<file path="src/rtl/rtc_pkg.sv">
package rtc_pkg;
    localparam int DW = 8;
    localparam int AW = 3;

    localparam logic [AW-1:0] A_CTRL = 3'd0;
    localparam logic [AW-1:0] A_IVAL = 3'd1;
    localparam logic [AW-1:0] A_FRAC = 3'd2;
    localparam logic [AW-1:0] A_SEC  = 3'd3;
    localparam logic [AW-1:0] A_MIN  = 3'd4;
    localparam logic [AW-1:0] A_HOUR = 3'd5;

    typedef struct packed {
        logic       rsv;
        logic       h24;
        logic [1:0] tbase;
        logic       single;
        logic       flag;
        logic       ien;
        logic       clk_en;
    } ctrl_t;

    typedef enum logic [1:0] {
        S_IDLE = 2'd0,
        S_RUN  = 2'd1,
        S_HOLD = 2'd2
    } ivl_state_t;
endpackage

</file>
<file path="src/rtl/rtc_wrap_field.sv">
module rtc_wrap_field #(
    parameter int W = 8
) (
    input  logic         clk,
    input  logic         rst_n,
    input  logic         inc,
    input  logic [W-1:0] lim,
    input  logic         ld,
    input  logic [W-1:0] ld_val,
    output logic [W-1:0] val,
    output logic         carry
);
    assign carry = inc && (val >= lim);

    always_ff @(posedge clk or negedge rst_n) begin
        if (!rst_n)     val <= '0;
        else if (ld)    val <= ld_val;
        else if (carry) val <= '0;
        else if (inc)   val <= val + 1'b1;
    end

    // a field at or past its limit returns to zero on the next increment
    a_r3_wrap: assert property (@(posedge clk) disable iff (!rst_n)
        (inc && !ld && val >= lim) |=> (val == '0));
    // without an increment or a load the field holds
    a_r5_hold: assert property (@(posedge clk) disable iff (!rst_n)
        (!inc && !ld) |=> $stable(val));
endmodule

</file>
<file path="src/rtl/rtc_interval_fsm.sv">
module rtc_interval_fsm
    import rtc_pkg::*;
#(
    parameter int CW = 8
) (
    input  logic          clk,
    input  logic          rst_n,
    input  logic          ien,
    input  logic          single,
    input  logic          pulse,
    input  logic [CW-1:0] ival,
    output logic          match
);
    ivl_state_t    state, state_nx;
    logic [CW-1:0] cnt, cnt_nx;
    logic [CW-1:0] cnt_inc;

    assign cnt_inc = cnt + 1'b1;

    always_ff @(posedge clk or negedge rst_n) begin
        if (!rst_n) begin
            state <= S_IDLE;
            cnt   <= '0;
        end else begin
            state <= state_nx;
            cnt   <= cnt_nx;
        end
    end

    always_comb begin
        state_nx = state;
        cnt_nx   = cnt;
        match    = 1'b0;
        unique case (state)
            S_IDLE: begin
                cnt_nx = '0;
                if (ien) state_nx = S_RUN;
            end
            S_RUN: begin
                if (!ien) begin
                    state_nx = S_IDLE;
                    cnt_nx   = '0;
                end else if (pulse) begin
                    if (cnt_inc == ival) begin
                        match = 1'b1;
                        if (single) begin
                            state_nx = S_HOLD;
                            cnt_nx   = cnt_inc;
                        end else begin
                            cnt_nx = '0;
                        end
                    end else begin
                        cnt_nx = cnt_inc;
                    end
                end
            end
            S_HOLD: begin
                if (!ien) begin
                    state_nx = S_IDLE;
                    cnt_nx   = '0;
                end
            end
            default: begin
                state_nx = S_IDLE;
                cnt_nx   = '0;
            end
        endcase
    end

    // an idle timer always holds a zero count
    a_r10_idle_zero: assert property (@(posedge clk) disable iff (!rst_n)
        (state == S_IDLE) |-> (cnt == '0));
    // a stopped single-shot timer stays stopped while enabled
    a_r9_hold_stays: assert property (@(posedge clk) disable iff (!rst_n)
        (state == S_HOLD && ien) |=> (state == S_HOLD && $stable(cnt)));
    // with no timebase event the count does not move while running
    a_r5_no_pulse: assert property (@(posedge clk) disable iff (!rst_n)
        (state == S_RUN && ien && !pulse) |=> $stable(cnt));
endmodule

</file>
<file path="src/rtl/rtc_interval_counter.sv">
module rtc_interval_counter
    import rtc_pkg::*;
#(
    parameter int FRAC_MAX  = 127,
    parameter int SM_MAX    = 59,
    parameter int H24_MAX   = 23,
    parameter int HFULL_MAX = 255
) (
    input  logic          clk,
    input  logic          rst_n,
    input  logic          tick_128,
    input  logic          wr_en,
    input  logic [AW-1:0] wr_addr,
    input  logic [DW-1:0] wr_data,
    input  logic [AW-1:0] rd_addr,
    output logic [DW-1:0] rd_data,
    output logic          irq
);
    localparam int NF = 4;

    ctrl_t          ctrl;
    logic [DW-1:0]  ival;
    logic [DW-1:0]  fval  [NF];
    logic [DW-1:0]  flim  [NF];
    logic [NF:0]    inc;
    logic           adv;
    logic           pulse;
    logic           match;

    assign adv    = tick_128 && ctrl.clk_en;
    assign inc[0] = adv;

    assign flim[0] = DW'(FRAC_MAX);
    assign flim[1] = DW'(SM_MAX);
    assign flim[2] = DW'(SM_MAX);
    assign flim[3] = ctrl.h24 ? DW'(H24_MAX) : DW'(HFULL_MAX);

    for (genvar i = 0; i < NF; i++) begin : g_field
        logic ld_i;
        assign ld_i = wr_en && (wr_addr == A_FRAC + AW'(i));
        rtc_wrap_field #(.W(DW)) u_field (
            .clk    (clk),
            .rst_n  (rst_n),
            .inc    (inc[i]),
            .lim    (flim[i]),
            .ld     (ld_i),
            .ld_val (wr_data),
            .val    (fval[i]),
            .carry  (inc[i+1])
        );
    end

    assign pulse = inc[ctrl.tbase];

    rtc_interval_fsm #(.CW(DW)) u_ivl (
        .clk    (clk),
        .rst_n  (rst_n),
        .ien    (ctrl.ien),
        .single (ctrl.single),
        .pulse  (pulse),
        .ival   (ival),
        .match  (match)
    );

    always_ff @(posedge clk or negedge rst_n) begin
        if (!rst_n) begin
            ctrl <= '0;
            ival <= '0;
        end else begin
            if (wr_en && wr_addr == A_CTRL) begin
                ctrl.rsv    <= 1'b0;
                ctrl.h24    <= wr_data[6];
                ctrl.tbase  <= wr_data[5:4];
                ctrl.single <= wr_data[3];
                ctrl.flag   <= (wr_data[2] && ctrl.flag) || match;
                ctrl.ien    <= wr_data[1];
                ctrl.clk_en <= wr_data[0];
            end else if (match) begin
                ctrl.flag <= 1'b1;
            end
            if (wr_en && wr_addr == A_IVAL) ival <= wr_data;
        end
    end

    always_comb begin
        unique case (rd_addr)
            A_CTRL:  rd_data = ctrl;
            A_IVAL:  rd_data = ival;
            A_FRAC:  rd_data = fval[0];
            A_SEC:   rd_data = fval[1];
            A_MIN:   rd_data = fval[2];
            A_HOUR:  rd_data = fval[3];
            default: rd_data = '0;
        endcase
    end

    assign irq = ctrl.flag;

    // the flag rises only after a match in the previous cycle
    a_r7_flag_src: assert property (@(posedge clk) disable iff (!rst_n)
        $rose(irq) |-> $past(match));
    // the flag never rises from a software write alone
    a_r11_no_sw_set: assert property (@(posedge clk) disable iff (!rst_n)
        (!irq && !match) |=> !irq);
    // clock enable low freezes the 1/128-second field
    a_r5_frozen: assert property (@(posedge clk) disable iff (!rst_n)
        (!ctrl.clk_en && !(wr_en && wr_addr == A_FRAC)) |=> $stable(fval[0]));
endmodule

</file>
<file path="config.mk">
export PLATFORM = sky130hd
export DESIGN_NAME = rtc_interval_counter
export DESIGN_NICKNAME = d
export VERILOG_FILES = /design/src/rtl/rtc_pkg.sv /design/src/rtl/rtc_wrap_field.sv /design/src/rtl/rtc_interval_fsm.sv /design/src/rtl/rtc_interval_counter.sv
export SDC_FILE = /design/constraint.sdc
export NUM_CORES = 1
export LEC_CHECK = 0
export CAP_MARGIN = 20
export CORE_MARGIN = 4
export CORE_UTILIZATION = 55
export DETAILED_ROUTE_END_ITERATION = 10
export GPL_TIMING_DRIVEN = 0
export PLACE_DENSITY = 0.77
export SLEW_MARGIN = 5
export SYNTH_ARGS = -nofsm -noshare
export SYNTH_HDL_FRONTEND = slang
export SYNTH_HIERARCHICAL = 1
export SYNTH_SLANG_ARGS = --single-unit
</file>
<file path="constraint.sdc">
create_clock -name clk -period 3.4 [get_ports clk]
set_clock_uncertainty 0.2 [all_clocks]
set_input_delay 0.51 -clock clk [delete_from_list [all_inputs] [get_ports clk]]
set_output_delay 0.51 -clock clk [all_outputs]
set_load 0.01 [all_outputs]
</file>
* After elaboration in Yosys (flattened, before gate mapping)
Cells that the tools add are included.
W data, S select, Z words.
** Operators by class
- $add $sub $neg :: 5
- Multiply operators :: 0
- Div/mod/pow operators :: 0
- Magnitude comparators :: 5
- Equal/unequal tests :: 18
- Shift-type cells :: 0
- Muxes and demuxes :: 35
- Bitwise operators :: 0
- Reduce and logical (&&, ||, !) cells :: 23
** Operators with widths (number)
- $mux W8 :: 18
- $pmux W8 S6 :: 1
- $add A8 B1 Y8 const B :: 5
- $ge A8 B6 Y1 const B :: 2
- $pmux W8 S2 :: 1
- $eq A3 B2 Y1 const B :: 4
- $eq A3 B3 Y1 const B :: 4
- $logic_and A1 B1 Y1 :: 12
- $mux W2 :: 6
- $reduce_bool A3 Y1 :: 4
- $eq A8 B8 Y1 :: 1
- $ge A8 B7 Y1 const B :: 1
- $ge A8 B8 Y1 :: 1
- $mux W1 :: 7
- $eq A3 B1 Y1 const B :: 2
- $logic_not A3 Y1 :: 2
- $ne A3 B3 Y1 const B :: 2
- $pmux W2 S3 :: 1
- $reduce_and A5 Y1 :: 1
- $lt A2 B4 Y1 const B :: 1
- $ne A2 B2 Y1 const B :: 2
- $ne A3 B2 Y1 const B :: 1
- $bmux W1 S2 :: 1
- $eq A2 B1 Y1 const B :: 1
- 5 further kinds :: 5
** Word-level totals
- Flip-flop bits (word level) :: 57
- Bits in latches :: 0
- Bits in writable memories :: 0
- ROM bits :: 0
- Output and inout bits :: 9
- Memories kept :: 0

* Depth between registers and ports, before layout
Gate-level depths: netlist of the first run.
- Depth after elaboration :: 11
- Gate-level depth with buffers :: 17
- Mapped depth without buffers :: 15

* Hierarchy
Netlist of the first run, hierarchy kept.
** Modules (own cells, without submodules)
- rtc_wrap_field :: instances 4, cells each 87, area each 735.7 um^2, seq. area each 200.2 um^2
- rtc_interval_counter :: instances 1, cells each 100, area each 1059.8 um^2, seq. area each 375.4 um^2
- rtc_interval_fsm :: instances 1, cells each 101, area each 899.6 um^2, seq. area each 250.2 um^2

* Least setup slack after synthesis of the first run
OpenSTA, ideal clock, no wires.
- Path kind :: flip-flop to flip-flop
- Start point :: register g_field[0].u_field.val[6]
- End point :: register u_ivl.cnt[4]
- Library setup time :: 126 ps
- Data arrival time :: 3159 ps
- Required time :: 3074 ps
- Slack :: -85 ps
- Cell stages (with the launch flop) :: 16
- Period minus slack after synthesis :: 3485 ps
- Cells stage by stage :: dfrtp_1 ha_1 and3_1 a31oi_4 nor2_4 buf_2 inv_1 nor2_4 buf_2 inv_1 nor2_4 mux4_2 nand3_1 or3_1 a21oi_1 a311o_1
** On the way
- Longest elaborated chain between the ends :: 8
** RTL lines
- start, declared :: line rtc_wrap_field.sv:10 : output logic [W-1:0] val,
- start signal, assigned :: line rtc_wrap_field.sv:17 : else if (ld) val <= ld_val;
- start signal, assigned :: line rtc_wrap_field.sv:19 : else if (inc) val <= val + 1'b1;
- $ge A8 B7 Y1 :: line rtc_wrap_field.sv:13 : assign carry = inc && (val >= lim);
- $logic_and A1 B1 Y1 :: line rtc_wrap_field.sv:13
- net inc[1] :: line rtc_interval_counter.sv:25 : logic [NF:0] inc;
- $logic_and A1 B1 Y1 :: line rtc_wrap_field.sv:13
- net inc[2] :: line rtc_interval_counter.sv:25
- $logic_and A1 B1 Y1 :: line rtc_wrap_field.sv:13
- net inc[3] :: line rtc_interval_counter.sv:25
- $bmux W1 S2 :: line rtc_interval_counter.sv:53 : assign pulse = inc[ctrl.tbase];
- $mux W1 (implied by the code) :: line rtc_interval_counter.sv:53
- net pulse :: line rtc_interval_counter.sv:27 : logic pulse;
- $ne A3 B3 Y1 (no line)
- $reduce_and A2 Y1 (no line)
- end signal, assigned :: line rtc_interval_fsm.sv:26 : cnt <= cnt_nx;
- end, declared :: line rtc_interval_fsm.sv:15 : logic [CW-1:0] cnt, cnt_nx;
The timed path passes the listed nets, and every way through them passes these cells. The select of a mux whose other input is x is not followed.
A chain may end at the register's enable or synchronous reset.

* Final worst setup path of the first run
- Start point :: input port tick_128
- End point :: register u_ivl.cnt[4]
** On the way
- Longest elaborated chain between the ends :: 8
** RTL lines
- start, declared :: line rtc_interval_counter.sv:11 : input logic tick_128,
- $logic_and A1 B1 Y1 :: line rtc_interval_counter.sv:30 : assign adv = tick_128 && ctrl.clk_en;
- net adv :: line rtc_interval_counter.sv:26 : logic adv;
- $logic_and A1 B1 Y1 :: line rtc_wrap_field.sv:13
- net inc[1] :: line rtc_interval_counter.sv:25
- $logic_and A1 B1 Y1 :: line rtc_wrap_field.sv:13
- net inc[2] :: line rtc_interval_counter.sv:25
- $logic_and A1 B1 Y1 :: line rtc_wrap_field.sv:13
- net inc[3] :: line rtc_interval_counter.sv:25
- $bmux W1 S2 :: line rtc_interval_counter.sv:53
- $mux W1 (implied by the code) :: line rtc_interval_counter.sv:53
- net pulse :: line rtc_interval_counter.sv:27
- $ne A3 B3 Y1 (no line)
- $reduce_and A2 Y1 (no line)
The timed path passes the listed nets, and every way through them passes these cells. The select of a mux whose other input is x is not followed.

==> results of run 1 <==
synthesized netlist by cell type, types with 3 or more instances:
library cell,count,area share [%]
o211ai_1,4,0.61
ha_1,37,9.4
nor4_1,4,0.51
mux2_2,25,5.7
and4_1,4,0.71
nand2_1,61,4.7
a31oi_4,4,1.7
nor2_1,26,2.0
buf_6,3,0.69
nor2b_1,17,2.2
dfrtp_1,57,29
a22oi_1,3,0.46
nor2_4,4,0.92
inv_1,55,4.2
mux2i_1,5,1.0
a32oi_1,12,2.1
xor2_1,16,2.9
o21ai_2,4,0.71
a21oi_1,40,4.1
buf_4,4,0.61
clkbuf_1,4,0.31
o21ai_0,16,1.6
mux4_2,3,1.4
nor3_1,4,0.41
a21o_1,4,0.61
o31ai_2,12,3.1
buf_2,7,0.71
and3_1,13,1.7
nand3_1,27,2.8
or3_1,3,0.38
and2_1,6,0.77
nor4_4,5,2.2
nand4_1,17,2.2
a221oi_1,7,1.3
routing by layer:
metal,GRT usage (%),part of all wire (%)
met5,0,0
met4,10.1,3.2
met3,3.41,5.5
met2,41.5,49
met1,32.8,43
how the worst min path moves through the flow:
stage,slack (ps),depth (start not counted),to,startpoint
6_report,370,1,ctrl[5]$_DFFE_PN0P_,ctrl[5]$_DFFE_PN0P_
5_1_grt,390,1,ctrl[5]$_DFFE_PN0P_,ctrl[5]$_DFFE_PN0P_
4_1_cts,350,1,ctrl[0]$_DFFE_PN0P_,ctrl[0]$_DFFE_PN0P_
3_5_place_dp,320,1,u_ivl/cnt[4]$_DFFE_PN0P_,rst_n
3_3_place_gp,320,1,ctrl[0]$_DFFE_PN0P_,ctrl[0]$_DFFE_PN0P_
2_1_floorplan,10,0,ctrl[0]$_DFFE_PN0P_,rst_n
per-stage QoR:
| step | setup TNS [ps] | util, % |
|---|---|---|
| detailed placement | -10830 | 62.5 |
| global route | -42.5 | 66.5 |
| CTS | 0 | 66.1 |
| global placement | -18650 | 62.3 |
| finish | 0 | 66.5 |
| floorplan | 0 | - |
worst register-to-register path: cells and delay by family (launching register included):
family	cells	cell delay, ps
mux	1	570
fa+ha+maj	1	340
flops	1	470
buf+inv	4	420
compound gates	4	750
simple gates	5	440
cells by family after synthesis:
group,Yosys count
DFF,57
adders and majority gates,37
muxes,33
and+or+nand+nor,206
other,2
AOI/OAI and AO/OA,123
buffers and inverters,73
xor gates and xnor gates,18
timing repair:
item,4_1_cts,5_1_grt
setup endpoints to repair,19,10
hold buffers,1,0
gates resized for setup,8,7
pin swaps,6,3
hold endpoints to repair,20,0
buffers inserted,11,1
sequential cells by signal, indices dropped and copies added (netlist names):
name                 count
g_field.u_field/val     32
ival                     8
u_ivl/cnt                8
ctrl                     6
u_ivl/state              2
irq                      1
final cells by class:
class | count | share of cell area, %
Multi-Input combinational cell | 445 | 56.8
Sequential cell | 57 | 24.8
Timing Repair Buffer | 40 | 6.72
Inverter | 55 | 3.77
Clock buffer | 13 | 2.58
Tap cell | 108 | 2.34
Buffer | 18 | 2.30
Clock inverter | 3 | 0.694
where the power goes:
part           switching (mW)  internal, mW
combinational           0.869         0.798
sequential              0.353         0.886
clock                   0.271         0.357
total                    1.49          2.04
==> impl_metrics.yaml, run 1 <==
die:
  num_io_pins: 27
  coreArea_um2: 8680
  fp.dieW_um: 102
  num_rows: 34
  die_h_um: 102
  start_util_pct: 56.5
  die_area_um2: 10500
finish:
  seq_area_um2: 1430
  area_growth_syn_to_layout_pct: 17.7
  final_area_um2: 5770
  fill_cells: 683
  finish.net_count: 681
  layout-drive-gt1-share_pct: 19.0
  instances_no_fill: 739
  num_antenna_cells: 0
  mostFrequentLayoutCells: "61 x nand2_1, 55 x dfrtp_1, 52 x inv_1"
  final_common_cell: "nand2_1"
  multiInputGateArea_um2: 3280
global_routing:
  grt_pass1_vias: 4305
  grt_overflow: 0
  grt_antenna_before_repair: 0
  grt_pass1_wl_um: 20600
  grt_max_degree: 38
  track_usage_pct: 25.0
timing:
  max_slew.worst_pin.slew_ps: 926
  slew_viol_final: 0
  finalSetupViolCount: 0
  hold_ws_ps: 368
  relSlewSlack_pct: 38.1
  hold_violations: 0
  max_clock_freq_ghz: 0.301
  fin_crit_ps: 3320
  min_period_over_period_pct: 97.7
  rsz0062_at_grt: "true"
  setup_ws_ps: 79.0
worst_setup_path:
  end_kind: "register"
  critPathRequiredTime_ps: 3430
  path_depth: 16
  worstSetupEndpoint: "u_ivl/cnt[4]$_DFFE_PN0P_"
  r2r-end: "u_ivl/cnt[4]$_DFFE_PN0P_"
  slowest_delay_ps: 500
  worst-r2r-setup-slack_ps: 90
  crit_type: "in -> reg"
  path_cells: "clkdlybuf4s50_1 > and2_4 > buf_6 > clkinvlp_4 > nor2_4 > buf_6 > clkinvlp_4 > nor2_4 > buf_6 > clkinvlp_4 > nor2_4 > mux4_2 > nor3_2 > o21a_2 > and2_1 > a311o_1"
  rr_worst_depth: 15
  cp_max_fo: 8
  arrival_ps: 3350
  crit_family: "buffers and inverters"
  crit_path_start: "tick_128"
  crit_path_start_kind: "input port"
  path_buf_inv: 7
  cp_slowest_cell: "clkdlybuf4s50_1"
  rr_startpoint: "g_field[0].u_field/val[4]$_DFFE_PN0P_"
drt:
  wl_per_cell_um: 17.0
  drtAntennaViolNets: 0
  vias: 4476
  drt_iter0_drc: 281
  drt_pass1_iterations: 6
  viasPerCell: 6.06
  routed_wl_um: 12600
  drc: 0
synth:
  synth_ff_type: "dfrtp_1"
  yosys.area_share.adder_pct: 9.44
  synthCells: 549
  synth_area_um2: 4900
  syn_avg_cell_area_um2: 8.93
  yosys.area_share.simple_pct: 24.2
  synthMuxAreaShare_pct: 8.14
  ys_types: 62
  synth-edff-count: 0
  synth-seq-cells: 57
  async_flop_share_pct: 100
  synth_warnings: 6
  synth_top_family_by_area: "simple AND/OR/NAND/NOR gates"
  synth_xor_area_share_pct: 3.22
  synth.yosys.seq_area_share_pct: 29.1
  synth_compound_area_share_pct: 19.2
placement:
  io_buffers: 26
  gp_congestion: 0.979
  dp_cells: 710
  placed_area_um2: 5420
  pre_cts_ws_ps: -938
  dp_hpwl_um: 9480
status:
  status: "finished clean"
power_and_ir_drop:
  powerDensity_nw_per_um2: 613
  p_leak_nw: 2.60
  p_total_mw: 3.53
  vdd_drop_max_v: 0.000331
clock_tree:
  cts_tree: "yes"
  clkLatencyLatePin_ps: 350
  clk_pin_slew_ps: 60
  clk_path_buf_depth: 2
  cts-htree-levels: 3
  cts_made_buffers: 9
  cts.sinks: 57
  root_buffer: "clkbuf_8"
hold_path:
  worstHoldPathType: "reg -> reg"
job:
  max_cap_violations: 0
No activity file was read; power rests on OpenSTA's default activity.
==> run 2: changes to the inputs <==
- CORE_UTILIZATION: 55 -> 53
- PLACE_DENSITY: 0.77 -> 0.76
- SYNTH_HIERARCHICAL: 1 -> default
==> impl_metrics.yaml, run 2 <==
placement:
  pre_cts_ws_ps: -219
  io_buffers: 24
  dp_cells: 527
  dp_hpwl_um: 7290
  placed_area_um2: 4070
  gp_congestion: 0.970
finish:
  mostFrequentLayoutCells: "57 x dfrtp_1, 48 x nand2_1, 40 x o21ai_0"
  fill_cells: 569
  layout-drive-gt1-share_pct: 11.9
  final_area_um2: 4260
  final_common_cell: "dfrtp_1"
  regMostFlops: "g_field.u_field.val"
  area_growth_syn_to_layout_pct: 15.4
  finish.net_count: 469
  instances_no_fill: 543
  fin_util_pct: 62.7
  reg_top3: "g_field.u_field.val x32, ival x8, u_ivl.cnt x8"
  num_antenna_cells: 0
  largest_register_ffs: 32
timing:
  slew_viol_final: 0
  relSlewSlack_pct: 24.1
  fin_crit_ps: 3170
  hold_ws_ps: 293
  setup_ws_ps: 228
  rsz0062_at_grt: "false"
  hold_violations: 0
  tns_ps: 0
  min_period_over_period_pct: 93.3
  finalSetupViolCount: 0
  max_clock_freq_ghz: 0.315
  max_slew.worst_pin.slew_ps: 1130
die:
  die_h_um: 91.4
  coreArea_um2: 6790
  fp.dieW_um: 91.4
  num_io_pins: 27
  die_area_um2: 8360
  start_util_pct: 54.3
  num_rows: 30
global_routing:
  grt_antenna_before_repair: 0
  grt_pass1_vias: 3051
  grt_max_degree: 39
  track_usage_pct: 24.5
  grt_overflow: 0
  grt_pass1_wl_um: 15900
synth:
  synth_common_cells: "57 x dfrtp_1, 48 x nand2_1, 40 x o21ai_0"
  synthTopCellsByArea: "dfrtp_1 39%, mux2_2 6.7%, o21ai_0 5.4%"
  synth_nets: 431
  synth-seq-cells: 57
  synth-edff-count: 0
  synth_area_um2: 3690
  synth_warnings: 0
  synthCells: 404
  async_flop_share_pct: 100
  synth.yosys.seq_area_share_pct: 38.7
  synth_ff_type: "dfrtp_1"
  syn_avg_cell_area_um2: 9.13
  synth_top_area_share_pct: 38.7
  yosys.area.top_type: "dfrtp_1"
  yosys.cell_count.top_type: "dfrtp_1"
  ys_types: 64
clock_tree:
  cts-htree-levels: 3
  clk_pin_slew_ps: 60
  cts_made_buffers: 9
  cts.sinks: 57
  cts_tree: "yes"
  clk_path_buf_depth: 2
  clkLatencyLatePin_ps: 340
  root_buffer: "clkbuf_8"
worst_setup_path:
  end_kind: "output port"
  crit_type: "in -> out"
  slowest_delay_ps: 520
  path_cells: "clkbuf_1 > buf_1 > mux2i_1 > nor2_1 > a21oi_1 > o22ai_1 > clkdlybuf4s50_1"
  arrival_ps: 2460
  rr_worst_depth: 8
  crit_path_start_kind: "input port"
  cp_max_fo: 10
  cp_slowest_cell: "clkdlybuf4s50_1"
  critPathRequiredTime_ps: 2690
drt:
  wl_per_cell_um: 18.4
  drc: 0
  drtAntennaViolNets: 0
  drt_pass1_iterations: 5
  vias: 3350
  viasPerCell: 6.17
  routed_wl_um: 10000
  drt_iter0_drc: 341
power_and_ir_drop:
  pwr-share-comb_pct: 28.9
  p_total_mw: 2.33
  powerDensity_nw_per_um2: 546
  vdd_drop_max_v: 0.000342
  clkPwrFrac_pct: 24.8
  p_leak_nw: 1.79
  internal_power_mw: 1.47
  p_switching_mw: 0.852
  netSwitchingFraction_pct: 36.6
  seq_power_share_pct: 46.4
hold_path:
  holdPathStages: 1
  worstHoldPathType: "reg -> reg"
status:
  status: "finished clean"
job:
  max_cap_violations: 0
## run 2: cell types whose count changed after synthesis, sizes merged, moves of 13 or more
cell,change
inv,-47
o21ai,+20
nand2,-13
nor2b,-13
a21oi,-22
nand4,-14
nand3,-14
ha,-28
## run 2: timing repair
action | in CTS | in global routing
gates resized for setup | 1 | 1
hold buffers | 1 | 0
hold endpoints to repair | 19 | 0
pin swaps | 0 | 0
setup buffers | 0 | 0
setup endpoints to repair | 2 | 1
## run 2: area by class of cell
type / count / area (um2) / area share, %
buffer: 18 / 73.8 / 1.73
clock buffer: 13 / 159 / 3.73
timing repair buffer: 28 / 278 / 6.53
sequential: 57 / 1430 / 33.5
inverter: 8 / 30.0 / 0.705
tap: 96 / 120 / 2.82
clock inverter: 3 / 15.0 / 0.353
multi-input combinational: 320 / 2150 / 50.6
## run 2: logic make-up (layout without fill, tap and decap cells)
family          count (synthesis)  in the layout  synth area share [%]
simple gates                  141            141                  20.0
buf+inv                        27             70                  2.88
mux                            30             30                  9.23
fa+ha+maj                       9              9                  3.05
compound gates                127            127                  23.1
xor+xnor                       13             13                  3.09
flops                          57             57                  38.7
## run 2: worst paths after layout
path / slack, ps / end / from
setup / recovery: 230 / rd_data[3] / rd_addr[2]
hold / removal: 290 / u_ivl.state[0]$_DFFE_PN0P_ / u_ivl.state[0]$_DFFE_PN0P_
setup reg to reg: 380 / g_field[3].u_field.val[2]$_DFFE_PN0P_ / g_field[0].u_field.val[0]$_DFFE_PN0P_
hold reg to reg: 290 / u_ivl.state[0]$_DFFE_PN0P_ / u_ivl.state[0]$_DFFE_PN0P_
max in group asynchronous: 1970 / u_ivl.cnt[1]$_DFFE_PN0P_ / rst_n
min in group asynchronous: 450 / g_field[1].u_field.val[6]$_DFFE_PN0P_ / rst_n
## run 2: power by group through the flow
stage / logic (mW) / registers, mW / clock network [mW]
detailed placement: 0.657 / 1.08 / 0
floorplan: 0.474 / 0.996 / 0
global placement: 0.631 / 1.07 / 0
global route: 0.750 / 1.10 / 0.609
CTS: 0.669 / 1.07 / 0.572
finish: 0.671 / 1.08 / 0.576
## run 2: worst max-delay path: cells and delay by family
family	cells	cell delay, ps
compound gates	2	340
mux	1	250
buf+inv	3	1300
simple gates	1	60
## run 2: metal layers
| layer | wire, um | global-route usage [%] |
|---|---|---|
| met5 | 0 | 0 |
| met4 | 350 | 13.6 |
| met3 | 818 | 5.14 |
| met2 | 4390 | 35.0 |
| met1 | 4440 | 34.4 |
